==> config.mk <==
export PLATFORM = sky130hd
export DESIGN_NAME = rmw_counter_bank
export DESIGN_NICKNAME = d
export VERILOG_FILES = /design/src/rtl/rmw_pkg.sv /design/src/rtl/rmw_delay_line.sv /design/src/rtl/rmw_coherent_ram.sv /design/src/rtl/rmw_clear_seq.sv /design/src/rtl/rmw_counter_bank.sv
export SDC_FILE = /design/constraint.sdc
export NUM_CORES = 1
export LEC_CHECK = 0
export ABC_AREA = 1
export CORE_MARGIN = 3
export CORE_UTILIZATION = 55
export CTS_BUF_LIST = sky130_fd_sc_hd__clkbuf_4
export CTS_CLUSTER_SIZE = 12
export DETAILED_ROUTE_END_ITERATION = 16
export GPL_ROUTABILITY_DRIVEN = 0
export PLACE_DENSITY_LB_ADDON = 0.3
export SYNTH_ARGS = -nofsm -noshare
export SYNTH_HDL_FRONTEND = slang
export SYNTH_SLANG_ARGS = --single-unit
==> constraint.sdc <==
create_clock -name clk -period 3 [get_ports clk]
set_input_delay 0.3 -clock clk [delete_from_list [all_inputs] [get_ports clk]]
set_output_delay 0.3 -clock clk [all_outputs]
set_load 0.01 [all_outputs]
==> src/rtl/rmw_pkg.sv <==
package rmw_pkg;

  // Overflow handling selected per instance.
  typedef enum logic {
    OVF_WRAP = 1'b0,
    OVF_SAT  = 1'b1
  } ovf_mode_e;

  // Read latency of the RAM in cycles: one for the array register,
  // plus one when the output register is enabled.
  function automatic int unsigned read_latency(input bit reg_out);
    return reg_out ? 2 : 1;
  endfunction

endpackage

==> src/rtl/rmw_delay_line.sv <==
module rmw_delay_line #(
  parameter int unsigned WIDTH  = 8,
  parameter int unsigned STAGES = 1
) (
  input  logic             clk,
  input  logic             rst,
  input  logic [WIDTH-1:0] d,
  output logic [WIDTH-1:0] q
);

  logic [WIDTH-1:0] pipe [STAGES];

  always_ff @(posedge clk) begin
    if (rst) begin
      for (int i = 0; i < STAGES; i++) pipe[i] <= '0;
    end else begin
      pipe[0] <= d;
      for (int i = 1; i < STAGES; i++) pipe[i] <= pipe[i-1];
    end
  end

  assign q = pipe[STAGES-1];

endmodule

==> src/rtl/rmw_coherent_ram.sv <==
module rmw_coherent_ram
  import rmw_pkg::*;
#(
  parameter int unsigned AW      = 4,
  parameter int unsigned DW      = 8,
  parameter bit          REG_OUT = 1'b1
) (
  input  logic          clk,
  input  logic          rst,
  input  logic          we,
  input  logic [AW-1:0] wr_addr,
  input  logic [DW-1:0] wr_data,
  input  logic [AW-1:0] rd_addr_a,
  input  logic [AW-1:0] rd_addr_b,
  output logic [DW-1:0] rd_data_a,
  output logic [DW-1:0] rd_data_b
);

  localparam int unsigned DEPTH = 1 << AW;
  localparam int unsigned LAT   = read_latency(REG_OUT);

  // Storage: single write port, no reset, inferable as block RAM.
  logic [DW-1:0] mem [DEPTH];

  always_ff @(posedge clk) begin
    if (we) mem[wr_addr] <= wr_data;
  end

  // Record of the writes made at the last LAT edges. A read issued LAT
  // cycles ago cannot have seen these, so they override the array data.
  logic [LAT-1:0] hist_v;
  logic [AW-1:0]  hist_a [LAT];
  logic [DW-1:0]  hist_d [LAT];

  always_ff @(posedge clk) begin
    if (rst) begin
      hist_v <= '0;
    end else begin
      hist_v[0] <= we;
      for (int i = 1; i < LAT; i++) hist_v[i] <= hist_v[i-1];
    end
  end

  always_ff @(posedge clk) begin
    hist_a[0] <= wr_addr;
    hist_d[0] <= wr_data;
    for (int i = 1; i < LAT; i++) begin
      hist_a[i] <= hist_a[i-1];
      hist_d[i] <= hist_d[i-1];
    end
  end

  logic [1:0][AW-1:0] raddr;
  assign raddr = {rd_addr_b, rd_addr_a};

  for (genvar g = 0; g < 2; g++) begin : g_port
    logic [DW-1:0] raw_q;
    logic [DW-1:0] dout;
    logic [AW-1:0] addr_l;
    logic [DW-1:0] fwd;

    always_ff @(posedge clk) raw_q <= mem[raddr[g]];

    if (REG_OUT) begin : g_oreg
      logic [DW-1:0] oreg_q;
      always_ff @(posedge clk) oreg_q <= raw_q;
      assign dout = oreg_q;
    end else begin : g_noreg
      assign dout = raw_q;
    end

    rmw_delay_line #(.WIDTH(AW), .STAGES(LAT)) u_addr_line (
      .clk (clk),
      .rst (rst),
      .d   (raddr[g]),
      .q   (addr_l)
    );

    // Oldest first, so the newest matching write wins.
    always_comb begin
      fwd = dout;
      for (int k = int'(LAT) - 1; k >= 0; k--) begin
        if (hist_v[k] && hist_a[k] == addr_l) fwd = hist_d[k];
      end
    end

    if (g == 0) begin : g_out_a
      assign rd_data_a = fwd;
    end else begin : g_out_b
      assign rd_data_b = fwd;
    end
  end

endmodule

==> src/rtl/rmw_clear_seq.sv <==
module rmw_clear_seq #(
  parameter int unsigned AW = 4
) (
  input  logic          clk,
  input  logic          rst,
  input  logic          start,
  output logic          busy,
  output logic [AW-1:0] addr
);

  localparam int unsigned DEPTH = 1 << AW;
  localparam logic [AW-1:0] LAST = AW'(DEPTH - 1);

  always_ff @(posedge clk) begin
    if (rst) begin
      busy <= 1'b0;
      addr <= '0;
    end else if (!busy) begin
      if (start) begin
        busy <= 1'b1;
        addr <= '0;
      end
    end else begin
      addr <= addr + AW'(1);
      if (addr == LAST) busy <= 1'b0;
    end
  end

  // the sweep only begins in response to a start pulse
  a_r7_start_cause: assert property (@(posedge clk) disable iff (rst)
    $rose(busy) |-> $past(start));

  // addresses step by one through the sweep
  a_r7_ascending: assert property (@(posedge clk) disable iff (rst)
    (busy && $past(busy)) |-> (addr == AW'($past(addr) + AW'(1))));

  // the sweep stops right after the last address
  a_r7_stop_at_end: assert property (@(posedge clk) disable iff (rst)
    (busy && addr == LAST) |=> !busy);

endmodule

==> src/rtl/rmw_counter_bank.sv <==
module rmw_counter_bank
  import rmw_pkg::*;
#(
  parameter int unsigned AW      = 4,
  parameter int unsigned CW      = 8,
  parameter int unsigned IW      = 4,
  parameter bit          REG_OUT = 1'b1,
  parameter ovf_mode_e   OVF     = OVF_WRAP
) (
  input  logic          clk,
  input  logic          rst,
  input  logic          upd_valid,
  input  logic [AW-1:0] upd_addr,
  input  logic [IW-1:0] upd_inc,
  input  logic          clr_start,
  output logic          clr_busy,
  input  logic          qry_valid,
  input  logic [AW-1:0] qry_addr,
  output logic          qry_ack,
  output logic [CW-1:0] qry_data
);

  localparam int unsigned LAT = read_latency(REG_OUT);

  typedef struct packed {
    logic          clr;
    logic [AW-1:0] addr;
    logic [IW-1:0] inc;
  } op_t;

  localparam int unsigned OPW = $bits(op_t) + 1;

  // Operation entering the pipeline: a sweep step or a client update
  logic          in_vld;
  op_t           in_op;
  logic          wr_vld;
  op_t           wr_op;
  logic [AW-1:0] sweep_addr;

  rmw_clear_seq #(.AW(AW)) u_clear (
    .clk   (clk),
    .rst   (rst),
    .start (clr_start),
    .busy  (clr_busy),
    .addr  (sweep_addr)
  );

  always_comb begin
    in_vld     = !rst && (clr_busy || upd_valid);
    in_op.clr  = clr_busy;
    in_op.addr = clr_busy ? sweep_addr : upd_addr;
    in_op.inc  = clr_busy ? '0 : upd_inc;
  end

  // Write enable and address retimed to meet the read data
  rmw_delay_line #(.WIDTH(OPW), .STAGES(LAT)) u_op_line (
    .clk (clk),
    .rst (rst),
    .d   ({in_vld, in_op}),
    .q   ({wr_vld, wr_op})
  );

  logic [CW-1:0] old_val;
  logic [CW-1:0] new_val;
  logic [CW-1:0] wr_data;
  logic [CW:0]   sum_ext;
  logic [CW-1:0] qry_rd;

  always_comb begin
    sum_ext = {1'b0, old_val} + {{(CW + 1 - IW){1'b0}}, wr_op.inc};
    if (OVF == OVF_SAT && sum_ext[CW]) new_val = '1;
    else                               new_val = sum_ext[CW-1:0];
    wr_data = wr_op.clr ? '0 : new_val;
  end

  rmw_coherent_ram #(.AW(AW), .DW(CW), .REG_OUT(REG_OUT)) u_ram (
    .clk       (clk),
    .rst       (rst),
    .we        (wr_vld),
    .wr_addr   (wr_op.addr),
    .wr_data   (wr_data),
    .rd_addr_a (in_op.addr),
    .rd_addr_b (qry_addr),
    .rd_data_a (old_val),
    .rd_data_b (qry_rd)
  );

  // Query path: the RAM latency plus one output register
  logic q_in;
  logic q_lat;

  assign q_in = qry_valid && !rst;

  rmw_delay_line #(.WIDTH(1), .STAGES(LAT)) u_qry_line (
    .clk (clk),
    .rst (rst),
    .d   (q_in),
    .q   (q_lat)
  );

  always_ff @(posedge clk) begin
    if (rst) begin
      qry_ack  <= 1'b0;
      qry_data <= '0;
    end else begin
      qry_ack  <= q_lat;
      qry_data <= qry_rd;
    end
  end

  // a write lands exactly LAT cycles after the operation entered
  a_r1_write_timing: assert property (@(posedge clk) disable iff (rst)
    wr_vld == $past(in_vld, LAT));

  // saturation never lets a counter fall through an update
  a_r4_no_wrap: assert property (@(posedge clk) disable iff (rst)
    (OVF == OVF_SAT && wr_vld && !wr_op.clr) |-> (wr_data >= old_val));

  // acknowledge follows the query by LAT+1 cycles
  a_r5_ack_latency: assert property (@(posedge clk) disable iff (rst)
    qry_ack == $past(q_in, LAT + 1));

  // writes from cycles in which a sweep ran are all sweep writes
  a_r8_refused_in_sweep: assert property (@(posedge clk) disable iff (rst)
    ($past(clr_busy, LAT) && wr_vld) |-> wr_op.clr);

endmodule

==> results of run 1 <==
[power breakdown]
part           switching, mW  total (mW)  internal, mW
clock network           1.18        2.60          1.41
logic                  0.595       0.926         0.330
registers             0.0987        3.70          3.60
[through the flow]
stage | hold WS (ns) | std cells
6_report | 0.1442 | 1357
5_1_grt | 0.1383 | 1357
4_1_cts | 0.1171 | 1350
3_5_place_dp | 0.3121 | 1248
3_3_place_gp | 0.3096 | 1248
2_1_floorplan | 0.3096 | 986
[layer usage]
metal	track usage	part of all wire
met5	0	0
met4	0.1160	0.043
met3	0.06354	0.11
met2	0.4206	0.47
met1	0.3346	0.38
[state kept, by name, summed over array words and instances (netlist names)]
register and count:
qry_ack 1, qry_data 8, u_clear.addr 4, u_clear.busy 1
u_op_line.pipe 20, u_qry_line.pipe 2, u_ram.g_port.dout 16, u_ram.g_port.raw_q 16
u_ram.g_port.u_addr_line.pipe 8, u_ram.hist_a 8, u_ram.hist_d 16, u_ram.hist_v 2
u_ram.mem 128
[timing repair]
item / in CTS / in global routing
setup endpoints to repair: 34 / 68
pin swaps: 0 / 8
setup buffers: 0 / 4
endpoints found under the hold margin: 0 / 0
cloned: 0 / 2
gates resized for setup: 4 / 23
[path summary, 6_finish.rpt]
kind,to,depth (start not counted),startpoint
max,u_ram.mem[6][6],18,u_op_line.pipe[0][16]
min,u_op_line.pipe[0][3],3,upd_inc[3]
max reg2reg,u_ram.mem[6][6],18,u_op_line.pipe[0][16]
min reg2reg,u_ram.g_port[1].dout[1],0,u_ram.g_port[1].raw_q[1]
[cells in the mapped netlist, drive strengths merged, types with 2 or more instances]
cell and number:
a21oi 56, buf 27, o21ai 163, inv 96
nand3 29, a311oi 2, edfxtp 128, clkbuf 25
or2 4, o311ai 6, a221oi 2, dfxtp 102
o211ai 30, o221ai 21, nor2 168, nand4 2
o31ai 6, ha 5, nand2 96, clkinv 3
o22ai 8
[cells by family (layout without fill, tap and decap cells)]
logic type,after synthesis,count (layout)
AO/OA/AOI/OAI,298,298
XOR/XNOR,2,2
adder cells (fa/ha/maj),6,6
buffers and inverters,151,301
flip-flops,230,230
other,0,1
AND/OR/NAND/NOR,299,299
[area by class of cell]
| class | count | area, sq um | share of cell area |
|---|---|---|---|
| antenna | 1 | 2.502 | 0.0002219 |
| clock buffer | 88 | 660.6 | 0.05859 |
| clock inverter | 14 | 81.33 | 0.007213 |
| inverter | 99 | 374.1 | 0.03318 |
| multi-input combinational | 605 | 3126 | 0.2772 |
| sequential | 230 | 5893 | 0.5226 |
| tap | 220 | 275.3 | 0.02441 |
| timing repair buffer | 100 | 863.3 | 0.07656 |
[cells in the final DEF, fill, tap and decap left out, drive strengths merged, types with 16 or more instances in the layout]
cell / instances
nor2: 168
o21ai: 163
edfxtp: 128
dfxtp: 102
inv: 96
nand2: 96
clkbuf: 88
buf: 75
a21oi: 56
o211ai: 30
nand3: 29
clkdlybuf4s50: 25
o221ai: 21
clkinv: 16
[critical path, stage by stage (launching register included)]
cell and delay (ns):
dfxtp_4 0.36, or2_1 0.23, a21oi_2 0.14, nand3_2 0.12
buf_6 0.15, inv_2 0.06, nand2_1 0.05, o21ai_1 0.08
ha_2 0.19, inv_1 0.05, fa_2 0.37, nor2_2 0.09
o21ai_0 0.08, nand2_1 0.13, nand3_2 0.11, nand2_2 0.09
nand2_2 0.07, nor2_4 0.18, buf_6 0.16
==> results.py, run 1 <==
metrics = {
    "setup_path": {
        "regToRegSetupSlack_ns": 0.12,
        "crit_path_end_kind": "flop",
        "cp-start-kind": "flop",
        "cp_max_fo": 8,
        "worstPathArrival_ns": 3.39,
        "worstSetupPathType": "flop to flop",
        "worstPathRequired_ns": 3.51,
    },
    "cts": {
        "cts.sinks": 230,
        "cts_tree": "done",
        "cts_buffer_depth": 3,
        "cts.htree.levels": 2,
        "cts_root_buffer": "clkbuf_4",
        "clk_latency_ns": 0.68,
        "numCtsBuffers": 57,
        "ctsHoldBuffers": 0,
        "path_clk_slew_ns": 0.07,
    },
    "synthesis": {
        "synth-seq-cells": 230,
        "yosysTopAreaCell": "edfxtp_1",
        "ys_seq_area_frac": 0.6132,
        "synth_xor_area_frac": 0.001825,
        "synth_fa_ha_area_frac": 0.008604,
        "synth-warning-count": 0,
        "postSynth.asyncResetShare": 0,
        "synth-compound-area-share": 0.1819,
        "synth_cells": 986,
        "synth_area_sq_um": 9598,
        "synth_top_area_frac": 0.4005,
        "synth_cell_types": 44,
        "synth.net_count": 1009,
        "synthMuxAreaShare": 0,
        "synth-simple-area-share": 0.1283,
        "synth_area_per_cell_sq_um": 9.734,
        "ys_top_cells_by_area": "edfxtp_1 40%, dfxtp_1 21%, o21ai_0 8.2%",
        "synth-edff-count": 128,
        "synthFlopType": "edfxtp_1",
        "synth_top_family_by_area": "compound AO/OA/AOI/OAI gates",
    },
    "timing": {
        "final_hold_viol_count": 0,
        "timing.final.ws_setup_ns": 0.1205,
        "fin_setup_tns_ns": 0,
        "drv_slew": 0,
        "clock.fmax_mhz": 347.3,
        "timing.final.crit_share": 0.9598,
        "min_period_ns": 2.880,
        "slew-limit-headroom": 0.3912,
        "worst_pin_slew_ns": 0.9099,
        "setup_viol": 0,
        "skew_ns": 0.05033,
    },
    "routing": {
        "ant_nets": 0,
        "routedWlPerCell_um": 18.95,
        "vias": 7897,
        "first_pass_iters": 6,
        "drc": 0,
        "drt_wl_total_um": 25710,
        "vias_per_cell": 5.819,
        "drtIter0Drc": 1105,
    },
    "global_route": {
        "overflow": 0,
        "first_global_vias": 7363,
        "grt_max_degree": 89,
        "antenna_found_initial": 1,
        "grt_pass1_wl_um": 39300,
        "grt.total_usage": 0.2599,
    },
    "power_and_ir_drop": {
        "peakVddDrop_uv": 317.6,
        "cellPowerDensity_nw_per_um2": 640.5,
        "totalPowerFinal_mw": 7.223,
        "p_leak_nw": 4.431,
    },
    "floorplan": {
        "die_y_um": 138.1,
        "fp.dieArea_sq_um": 19070,
        "rows": 47,
        "die-width_um": 138.1,
        "initial_utilization": 0.5707,
        "core_sq_um": 16820,
        "boundaryPins": 27,
    },
    "layout": {
        "fin_area_sq_um": 11280,
        "fill_cells": 1296,
        "syn2layout_area_growth_pct": 17.48,
        "drive_above_1_share": 0.1805,
        "nNetsFinal": 1116,
        "post-route-util": 0.6704,
    },
    "flow_run": {
        "drv_cap": 0,
    },
    "place": {
        "dpl-instance-area_sq_um": 10400,
        "dp_hpwl_um": 15870,
        "dp_slack_ns": -0.3979,
        "io_buffers": 26,
    },
    "status": {
        "outcome": "complete, no violations",
    },
    "hold_path": {
        "min_path_type": "input pin to flop",
    },
}
Note: power is estimated with default switching activity, not from simulation.
==> inputs of run 2 (changes only) <==
==> constraint.sdc (replaced) <==
create_clock -name clk -period 3.7 [get_ports clk]
set_input_delay 0.37 -clock clk [delete_from_list [all_inputs] [get_ports clk]]
set_output_delay 0.37 -clock clk [all_outputs]
set_load 0.01 [all_outputs]
==> run 2 against run 1 <==
Sequential power decreased by 19%. Cell area fell by 4.4%. Critical path type unchanged. Largest cell class unchanged. Clock power fell by 19%. Total power decreased by 21%.
==> results.py, run 2 (synthesized netlist as in run 1, its figures left out) <==
metrics = {
    "status": {
        "outcome": "complete, no violations",
    },
    "hold_path": {
        "min_from": "qry_valid",
        "holdPathStages": 3,
        "min_to": "u_qry_line.pipe[0]",
        "min_path_type": "input pin to flop",
    },
    "floorplan": {
        "rows": 47,
        "core_sq_um": 16820,
        "fp.dieArea_sq_um": 19070,
        "die_y_um": 138.1,
        "die-width_um": 138.1,
        "initial_utilization": 0.5707,
        "boundaryPins": 27,
    },
    "setup_path": {
        "crit_path_end_kind": "flop",
        "cp-start-kind": "flop",
        "regToRegSetupSlack_ns": 0.34,
        "worstPathArrival_ns": 3.65,
        "reg2reg_depth": 12,
        "r2r_start": "u_op_line.pipe[0][16]",
        "cp_max_fo": 17,
        "worstPathRequired_ns": 3.98,
        "rr_endpoint": "u_ram.mem[2][1]",
        "worstSetupPathType": "flop to flop",
    },
    "cts": {
        "clk_latency_ns": 0.68,
        "cts_buffer_depth": 3,
        "numCtsBuffers": 57,
        "path_clk_slew_ns": 0.06,
        "cts_tree": "done",
        "cts_root_buffer": "clkbuf_4",
        "cts.sinks": 230,
        "ctsHoldBuffers": 0,
        "cts.htree.levels": 2,
    },
    "timing": {
        "rsz0062_at_grt": "false",
        "skew_ns": 0.04760,
        "worst_pin_slew_ns": 1.307,
        "min_period_ns": 3.362,
        "timing.final.ws_setup_ns": 0.3378,
        "setup_viol": 0,
        "clock.fmax_mhz": 297.4,
        "timing.final.crit_share": 0.9087,
        "final_hold_viol_count": 0,
        "fin_setup_tns_ns": 0,
        "slew-limit-headroom": 0.1257,
        "drv_slew": 0,
    },
    "layout": {
        "regMostFlops": "u_ram.mem",
        "syn2layout_area_growth_pct": 12.27,
        "final_common_cell": "nor2_1",
        "top_regs": "u_ram.mem (128), u_op_line.pipe (20)",
        "nNetsFinal": 1062,
        "layout_common_cells": "163 x nor2_1, 158 x o21ai_0, 128 x edfxtp_1",
        "drive_above_1_share": 0.1264,
        "largest_reg_flops": 128,
        "fin_area_sq_um": 10780,
        "post-route-util": 0.6407,
    },
    "routing": {
        "ant_nets": 0,
        "drtIter0Drc": 919,
        "vias": 7562,
        "vias_per_cell": 5.795,
        "drc": 0,
        "drt_wl_total_um": 24670,
        "routedWlPerCell_um": 18.91,
        "first_pass_iters": 8,
    },
    "global_route": {
        "grt.total_usage": 0.2529,
        "first_global_vias": 7022,
        "overflow": 0,
        "grt_max_degree": 89,
        "antenna_found_initial": 1,
        "grt_pass1_wl_um": 38170,
    },
    "place": {
        "io_buffers": 26,
        "dpl-instance-area_sq_um": 10020,
        "dp_hpwl_um": 15140,
        "dp_slack_ns": 0.1655,
    },
    "flow_run": {
        "drv_cap": 0,
    },
    "power_and_ir_drop": {
        "p_leak_nw": 4.140,
        "cellPowerDensity_nw_per_um2": 532.7,
        "peakVddDrop_uv": 306.6,
    },
}
-- run 2: per-stage QoR --
step                hold slack [ns]  power, mW  cells
floorplan                    0.3096      3.424    986
global placement             0.3100      3.663   1200
detailed placement           0.3121      3.679   1200
CTS                          0.1956      5.772   1304
global route                 0.2198      5.999   1305
finish                       0.2298      5.740   1305
-- run 2: final cells by class --
type,instances,area (sq um)
clock inverters,17,92.59
multi-input cells,605,3087
inverters,99,374.1
well taps,220,275.3
repair buffers,46,405.4
diodes,1,2.502
flip-flops and latches,230,5886
fillers,1396,6043
clock buffers,87,653.1
-- run 2: routing by layer --
metal,part of all wire,up-vias,GRT usage
li1,-,3573,-
met1,0.38,3449,0.3362
met2,0.46,467,0.3931
met3,0.12,73,0.06112
met4,0.036,0,0.1222
met5,0,-,0
-- run 2: power by group --
part	total [mW]	internal [mW]	leakage, nW	switching [mW]
clock network	2.10	1.14	0.444	0.962
registers	3.00	2.92	2.01	0.0787
logic	0.639	0.195	1.69	0.444
-- run 2: what timing repair did --
item / CTS / global route
buffers inserted: 0 / 0
gates resized for setup: 0 / 1
setup endpoints to repair: 0 / 17
-- run 2: worst max path at each step --
stage | start | end | slack [ns] | depth (start not counted)
5_1_grt | u_op_line.pipe[0][15] | u_ram.mem[3][1] | 0.07 | 12
3_5_place_dp | u_op_line.pipe[0][16] | u_ram.mem[9][7] | 0.17 | 20
4_1_cts | u_op_line.pipe[0][16] | u_ram.mem[5][7] | 0.15 | 20
6_report | u_op_line.pipe[0][16] | u_ram.mem[2][1] | 0.34 | 12
3_3_place_gp | u_op_line.pipe[0][16] | u_ram.mem[9][7] | 0.30 | 14
2_1_floorplan | u_op_line.pipe[0][15] | u_ram.mem[0][4] | 0.81 | 16
-- run 2: critical path, cell delays in order (launching register included) --
cell and delay [ns]:
dfxtp_1 0.43, inv_1 0.11, nand2_1 0.08, nand2_1 0.08
nor2_4 0.12, nand3_2 0.13, inv_1 0.16, o21ai_0 0.10
o21ai_0 0.17, ha_1 0.20, inv_1 0.06, fa_1 0.45
nor2_1 0.90
